## config.mk

```make
export PLATFORM = sky130hd
export DESIGN_NAME = bcd_calendar_clock
export DESIGN_NICKNAME = d
export VERILOG_FILES = /design/src/rtl/cal_pkg.sv /design/src/rtl/cal_tick_edge.sv /design/src/rtl/cal_time_counter.sv /design/src/rtl/cal_date_counter.sv /design/src/rtl/cal_display.sv /design/src/rtl/bcd_calendar_clock.sv
export SDC_FILE = /design/constraint.sdc
export NUM_CORES = 1
export LEC_CHECK = 0
export BUFFER_PORTS_ARGS = -buffer_cell sky130_fd_sc_hd__buf_2
export CAP_MARGIN = 20
export CORE_ASPECT_RATIO = 1.75
export CORE_MARGIN = 1
export CORE_UTILIZATION = 61
export DETAILED_ROUTE_END_ITERATION = 12
export PLACE_DENSITY = 0.87
export SLEW_MARGIN = 20
export SYNTH_ARGS = -nofsm -noshare
export SYNTH_HDL_FRONTEND = slang
export SYNTH_SLANG_ARGS = --single-unit
```

## constraint.sdc

```tcl
create_clock -name clk -period 4.19 [get_ports clk]
set_input_delay 0.2095 -clock clk [delete_from_list [all_inputs] [get_ports clk]]
set_output_delay 0.2095 -clock clk [all_outputs]
set_load 0.005 [all_outputs]
```

## src/rtl/cal_pkg.sv

```systemverilog
package cal_pkg;

  localparam int NUM_DIGITS = 8;
  localparam int SEG_BITS   = 7;
  localparam int NUM_FIELDS = 7;

  localparam logic [3:0] SEP_CODE = 4'hF;

  typedef struct packed {
    logic [7:0] hr;
    logic [7:0] mn;
    logic [7:0] sc;
  } tod_t;

  typedef struct packed {
    logic [15:0] yr;
    logic [7:0]  mo;
    logic [7:0]  dy;
  } date_t;

  // advance a two-digit BCD value by one (no range wrap)
  function automatic logic [7:0] bcd2_inc(input logic [7:0] v);
    if (v[3:0] >= 4'd9) return {v[7:4] + 4'd1, 4'd0};
    return {v[7:4], v[3:0] + 4'd1};
  endfunction

  // advance a four-digit BCD value by one, 9999 -> 0000
  function automatic logic [15:0] bcd4_inc(input logic [15:0] v);
    if (v == 16'h9999) return 16'h0000;
    if (v[7:0] == 8'h99) return {bcd2_inc(v[15:8]), 8'h00};
    return {v[15:8], bcd2_inc(v[7:0])};
  endfunction

  // 10*t + u is divisible by 4 exactly when 2*t + u is
  function automatic logic pair_div4(input logic [7:0] v);
    logic [3:0] u;
    u = v[3:0];
    if (v[4]) return (u == 4'd2) || (u == 4'd6);
    return (u == 4'd0) || (u == 4'd4) || (u == 4'd8);
  endfunction

  function automatic logic year_is_leap(input logic [15:0] yr);
    if (yr[7:0] == 8'h00) return pair_div4(yr[15:8]);
    return pair_div4(yr[7:0]);
  endfunction

  // 2-bit length code: 0 -> 28, 1 -> 29, 2 -> 30, 3 -> 31
  function automatic logic [1:0] month_code(input logic [7:0] mo, input logic leap);
    case (mo)
      8'h02:                      return leap ? 2'd1 : 2'd0;
      8'h04, 8'h06, 8'h09, 8'h11: return 2'd2;
      default:                    return 2'd3;
    endcase
  endfunction

  function automatic logic [7:0] last_day(input logic [1:0] code);
    case (code)
      2'd0:    return 8'h28;
      2'd1:    return 8'h29;
      2'd2:    return 8'h30;
      default: return 8'h31;
    endcase
  endfunction

  // active-high, bit 6 = a ... bit 0 = g
  function automatic logic [6:0] seg7(input logic [3:0] n);
    case (n)
      4'd1:    return 7'b0110000;
      4'd2:    return 7'b1101101;
      4'd3:    return 7'b1111001;
      4'd4:    return 7'b0110011;
      4'd5:    return 7'b1011011;
      4'd6:    return 7'b1011111;
      4'd7:    return 7'b1110000;
      4'd8:    return 7'b1111111;
      4'd9:    return 7'b1111011;
      SEP_CODE: return 7'b0000001;
      default: return 7'b1111110;
    endcase
  endfunction

endpackage

```

## src/rtl/cal_tick_edge.sv

```systemverilog
module cal_tick_edge (
  input  logic clk,
  input  logic rst,
  input  logic tick_in,
  output logic pulse
);
  logic tick_q;

  always_ff @(posedge clk) begin
    if (rst) tick_q <= 1'b0;
    else     tick_q <= tick_in;
  end

  assign pulse = tick_in & ~tick_q;
endmodule

```

## src/rtl/cal_time_counter.sv

```systemverilog
module cal_time_counter
  import cal_pkg::*;
(
  input  logic       clk,
  input  logic       rst,
  input  logic       step,
  input  logic       load,
  input  logic [2:0] sel_oh,
  input  logic [7:0] load_val,
  output tod_t       tod,
  output logic       day_step
);
  logic step_en, sec_wrap, min_wrap;

  assign step_en  = step & ~load;
  assign sec_wrap = step_en  && (tod.sc >= 8'h59);
  assign min_wrap = sec_wrap && (tod.mn >= 8'h59);
  assign day_step = min_wrap && (tod.hr >= 8'h23);

  always_ff @(posedge clk) begin
    if (rst) begin
      tod <= '0;
    end else if (load) begin
      if (sel_oh[0]) tod.sc <= load_val;
      if (sel_oh[1]) tod.mn <= load_val;
      if (sel_oh[2]) tod.hr <= load_val;
    end else if (step_en) begin
      tod.sc <= sec_wrap ? 8'h00 : bcd2_inc(tod.sc);
      if (sec_wrap) tod.mn <= min_wrap ? 8'h00 : bcd2_inc(tod.mn);
      if (min_wrap) tod.hr <= day_step ? 8'h00 : bcd2_inc(tod.hr);
    end
  end
endmodule

```

## src/rtl/cal_date_counter.sv

```systemverilog
module cal_date_counter
  import cal_pkg::*;
(
  input  logic       clk,
  input  logic       rst,
  input  logic       step,
  input  logic       load,
  input  logic [3:0] sel_oh,
  input  logic [7:0] load_val,
  output date_t      date,
  output logic       leap,
  output logic       day_wrap,
  output logic       month_wrap
);
  logic [7:0] limit;

  assign leap       = year_is_leap(date.yr);
  assign limit      = last_day(month_code(date.mo, leap));
  assign day_wrap   = step && (date.dy >= limit);
  assign month_wrap = day_wrap && (date.mo >= 8'h12);

  always_ff @(posedge clk) begin
    if (rst) begin
      date.yr <= 16'h2000;
      date.mo <= 8'h01;
      date.dy <= 8'h01;
    end else if (load) begin
      if (sel_oh[0]) date.dy       <= load_val;
      if (sel_oh[1]) date.mo       <= load_val;
      if (sel_oh[2]) date.yr[7:0]  <= load_val;
      if (sel_oh[3]) date.yr[15:8] <= load_val;
    end else if (step) begin
      date.dy <= day_wrap ? 8'h01 : bcd2_inc(date.dy);
      if (day_wrap)   date.mo <= month_wrap ? 8'h01 : bcd2_inc(date.mo);
      if (month_wrap) date.yr <= bcd4_inc(date.yr);
    end
  end
endmodule

```

## src/rtl/cal_display.sv

```systemverilog
module cal_display
  import cal_pkg::*;
#(
  parameter int VIEW_SECS = 4
) (
  input  logic                           clk,
  input  logic                           rst,
  input  logic                           step,
  input  tod_t                           tod,
  input  date_t                          date,
  output logic                           show_time,
  output logic [NUM_DIGITS*SEG_BITS-1:0] seg
);
  localparam int CW = (VIEW_SECS > 1) ? $clog2(VIEW_SECS) : 1;
  localparam logic [CW-1:0] LAST = CW'(VIEW_SECS - 1);

  logic [CW-1:0]           cnt;
  logic [NUM_DIGITS*4-1:0] word;

  always_ff @(posedge clk) begin
    if (rst) begin
      cnt       <= '0;
      show_time <= 1'b0;
    end else if (step) begin
      if (cnt == LAST) begin
        cnt       <= '0;
        show_time <= ~show_time;
      end else begin
        cnt <= cnt + 1'b1;
      end
    end
  end

  assign word = show_time ? {tod.hr, SEP_CODE, tod.mn, SEP_CODE, tod.sc} : date;

  for (genvar i = 0; i < NUM_DIGITS; i++) begin : g_digit
    assign seg[i*SEG_BITS +: SEG_BITS] = seg7(word[i*4 +: 4]);
  end
endmodule

```

## src/rtl/bcd_calendar_clock.sv

```systemverilog
module bcd_calendar_clock
  import cal_pkg::*;
#(
  parameter int VIEW_SECS = 4
) (
  input  logic        clk,
  input  logic        rst,
  input  logic        sec_tick,
  input  logic [2:0]  field_sel,
  input  logic        load,
  input  logic [3:0]  digit_hi,
  input  logic [3:0]  digit_lo,
  output logic [55:0] seg_out,
  output logic        leap_year
);
  logic [NUM_FIELDS-1:0] sel_oh;
  logic [7:0]            load_val;
  logic                  sec_pulse, day_step, day_wrap, month_wrap, show_time;
  tod_t                  tod;
  date_t                 date;

  assign load_val = {digit_hi, digit_lo};

  for (genvar i = 0; i < NUM_FIELDS; i++) begin : g_sel
    assign sel_oh[i] = load && (field_sel == 3'(i));
  end

  cal_tick_edge u_tick (
    .clk(clk), .rst(rst), .tick_in(sec_tick), .pulse(sec_pulse)
  );

  cal_time_counter u_time (
    .clk(clk), .rst(rst), .step(sec_pulse), .load(load),
    .sel_oh(sel_oh[2:0]), .load_val(load_val), .tod(tod), .day_step(day_step)
  );

  cal_date_counter u_date (
    .clk(clk), .rst(rst), .step(day_step), .load(load),
    .sel_oh(sel_oh[6:3]), .load_val(load_val), .date(date),
    .leap(leap_year), .day_wrap(day_wrap), .month_wrap(month_wrap)
  );

  cal_display #(.VIEW_SECS(VIEW_SECS)) u_disp (
    .clk(clk), .rst(rst), .step(sec_pulse), .tod(tod), .date(date),
    .show_time(show_time), .seg(seg_out)
  );
endmodule

```

==> results.tsv <==
stage	metric	value	unit
global_route	Total GRT Usage	0.3503	
yosys	flops & latches, synth	60	
yosys	Synth Cell Area	6529	um2
critical_path	CP endpoint kind	flop	
critical_path	critical path class	reg -> reg	
critical_path	Worst EP required	4.35	ns
drt	per-cell routed wire length	18.64	um
sta	unrepaired setup endpoints after global routing	no	
power_and_ir_drop	P_leak	2.986	nW
final_layout	area added between synthesis and finish	10.37	%
global_route	GR Layer Usage met2	0.5816	
sta	f_max	260.2	MHz
global_route	largest net degree at the start of global routing	52	
critical_path	most frequent CP cell	ha_1	
critical_path	Worst R2R Setup Slack	0.35	ns
critical_path	worst path cell trace	inv_1 > ha_1 > nand2_1 > or4_1 > mux2i_1 > a311oi_1 > o21ai_0 > ha_1 > or4b_1 > a22o_1 > o21ai_2 > or2_0 > o211ai_1	
cts	cts hold-fix bufs	0	
final_layout	share of cells above drive strength 1	0.1302	
power_and_ir_drop	Worst IR Drop VDD	0.2614	mV
power_and_ir_drop	Pwr per Cell Area	215.6	nW/um2
floorplanning	I/O pin total	72	
sta	final-report setup violation count	0	
critical_path	R2R depth	13	
sta	hold slack final	0.1238	ns
floorplanning	row cnt	49	
hold_path	hold crit path type	in -> reg	
cts	CTS buffer count	9	
place	GPL Wtd Cong	0.9719	
drt	final WL	18.98	mm
critical_path	Arr. time, crit path	4.01	ns
global_route	first-pass GRT wire length	30.97	mm
place	# port buffers	71	
cts	TritonCTS clock tree	built	
drt	post-route antenna net violation count	0	
place	Placed Cells incl. Taps	1002	
drt	DRT Pass-1 Iters	8	
cts	H-tree depth	3	
sta	worst slew pin tran	1.043	ns
hold_path	hold path depth	2	
floorplanning	Die Footprint	11140	um2
hold_path	hold path start	sec_tick	
critical_path	slowest stage delay, CP	0.49	ns
cts	clk_lat worst skew	0.34	ns
floorplanning	Core Area	10360	um2
critical_path	Reg2Reg Capture Point	u_date.date[8]$_SDFFE_PP1P_	
sta	fin crit period	3.844	ns
sta	Final Cycle Share	0.9173	
cts	clock sink count	60	
critical_path	slowest CP cell	or4b_1	
final_layout	Final Non-Filler Cells	1018	
cts	Longest Clk Path Bufs	2	
yosys	post-synthesis net count	953	
drt	detailed-route via count	6879	
critical_path	Startpoint Class	flop	
drt	residual DRC count	0	
drt	vias per inst	6.757	
final_layout	fin nets	1002	
global_route	vias in the first global route	6561	
sta	Slew Limit Fails	0	
drt	initial DRC count	598	
yosys	dominant synthesized flop cell	dfxtp_1	
sta	Hold Violations, Final	0	
yosys	ys async rst share	0	
outcome	status	completed	
final_layout	post-route cell area	7206	um2
flow_run	maxcap violations	0	
hold_path	Worst Hold Path EP	u_tick.tick_q$_SDFF_PP0_	
final_layout	highest-count cells in the layout ignoring fill and taps	101 x ha_1, 84 x nand2_1, 74 x a21oi_1	
floorplanning	die width	80.21	um
critical_path	Crit Path Max Fanout	8	
floorplanning	Die Y	138.9	um
global_route	grt met3 use	0.06579	
final_layout	Post-Route Utilization	0.6954	
cts	CTS Root Cell	clkbuf_16	
place	DP Wirelength	13.76	mm
yosys	Avg Synthesized Cell Area	7.800	um2
yosys	EDFF count, synth	0	
critical_path	FF-to-FF Start	u_date.date[16]$_SDFFE_PP0P_	
global_route	M1 GR Usage	0.3884	
cts	Worst-path clk slew	0.05	ns
final_layout	commonest non-fill, non-tap cell in the layout	ha_1	
final_layout	filler cell count	855	
global_route	gr ovfl total	0	
floorplanning	Starting Density	0.6301	
cts	number of setup buffers added after CTS	0	
yosys	Seq/Total Area, Yosys	0.1840	
sta	headroom to the max-slew limit	0.3041	
yosys	Synth Warn #	0	
sta	Fin Clk Skew	0.004527	ns
yosys	distinct cell type count after synthesis	80	
global_route	GRT busiest layer	met2	
yosys	Synth Instances	837	
final_layout	diode count	0	
sta	Setup TNS	0	ns
place	post-placement cell area	6923	um2
cts	cts repair resizes	0	
global_route	antenna violations before repair	0	
## report_power, final
part	internal [W]	leakage, nW	switching (W)
Combinational	0.0000827	2.36	0.000155
Sequential	0.000585	0.486	0.0000228
Clock	0.000448	0.140	0.000260
Total	0.00112	2.99	0.000438
## routing by layer
layer  share of wire  wire, um
met4           0.070      1325
met1            0.37      6975
met3           0.075      1419
met2            0.49      9259
met5               0         0
## cells in the mapped netlist, types with 6 or more instances
| cell | instances | area, um2 |
|---|---|---|
| a211oi_1 | 19 | 142.6 |
| a21o_1 | 11 | 82.58 |
| a21oi_1 | 74 | 370.4 |
| a221oi_1 | 6 | 52.55 |
| a22oi_1 | 11 | 82.58 |
| a311oi_1 | 6 | 52.55 |
| a31oi_1 | 21 | 131.4 |
| and2_1 | 9 | 56.30 |
| buf_2 | 12 | 60.06 |
| clkbuf_1 | 22 | 82.58 |
| dfxtp_1 | 60 | 1201 |
| ha_1 | 101 | 1264 |
| inv_1 | 59 | 221.5 |
| mux2_2 | 6 | 67.56 |
| mux2i_1 | 33 | 330.3 |
| nand2_1 | 84 | 315.3 |
| nand2b_1 | 10 | 62.56 |
| nand3_1 | 14 | 70.07 |
| nor2_1 | 47 | 176.4 |
| nor3_1 | 30 | 150.1 |
| nor3b_1 | 7 | 52.55 |
| o211ai_1 | 6 | 45.04 |
| o21a_1 | 6 | 45.04 |
| o21ai_0 | 33 | 165.2 |
| o311ai_0 | 7 | 61.31 |
| o31ai_1 | 11 | 82.58 |
| o32ai_1 | 9 | 78.83 |
| o41ai_1 | 8 | 70.07 |
| xnor2_1 | 7 | 61.31 |
## worst max-delay path by stage
stage                                 start                      endpoint  slack (ns)  cells past startpoint
2_1_floorplan  u_date.date[22]$_SDFFE_PP0P_  u_date.date[28]$_SDFFE_PP0P_        0.84                     12
6_report       u_date.date[16]$_SDFFE_PP0P_   u_date.date[8]$_SDFFE_PP1P_        0.35                     13
5_1_grt        u_date.date[16]$_SDFFE_PP0P_   u_date.date[8]$_SDFFE_PP1P_        0.19                     13
3_5_place_dp   u_date.date[16]$_SDFFE_PP0P_   u_date.date[8]$_SDFFE_PP1P_        0.45                     13
3_3_place_gp   u_date.date[18]$_SDFFE_PP0P_   u_date.date[8]$_SDFFE_PP1P_        0.51                     11
4_1_cts        u_date.date[16]$_SDFFE_PP0P_   u_date.date[8]$_SDFFE_PP1P_        0.43                     13
## sequential cells by signal, summed over array words and instances (netlist names)
signal	flops
u_tick.tick_q	1
u_date.date	32
u_time.tod	24
u_disp.show_time	1
u_disp.cnt	2
## cell families after synthesis
logic type / share of synthesized area
buffers and inverters: 0.06171
XOR/XNOR: 0.01207
AO/OA/AOI/OAI: 0.2951
multiplexers: 0.06094
AND/OR/NAND/NOR: 0.1926
adder cells (fa/ha/maj): 0.1936
flip-flops: 0.1840
## critical path, delay by kind of cell (launching register included)
family / cells / cell delay [ns]
AND/OR/NAND/NOR: 4 / 1.43
flip-flops: 1 / 0.38
multiplexers: 1 / 0.24
adder cells (fa/ha/maj): 2 / 0.49
AO/OA/AOI/OAI: 5 / 1.02
buffers and inverters: 1 / 0.12
## through the flow
step / power (W) / setup slack [ns]
global placement: 0.0008427 / 0.5123
CTS: 0.001543 / 0.4322
global route: 0.001600 / 0.1851
floorplan: 0.0007732 / 0.8419
detailed placement: 0.0008478 / 0.4486
finish: 0.001553 / 0.3463
## final cells by class
| class | instances | area [um2] | area share |
|---|---|---|---|
| inverter | 59 | 221.5 | 0.03073 |
| clock buffer | 15 | 277.8 | 0.03855 |
| sequential | 60 | 1202 | 0.1669 |
| multi-input combinational | 677 | 4925 | 0.6835 |
| clock inverter | 1 | 5.005 | 0.0006946 |
| timing repair buffer | 79 | 415.4 | 0.05765 |
| tap | 127 | 158.9 | 0.02205 |
Power figures use the tool's default switching activity.
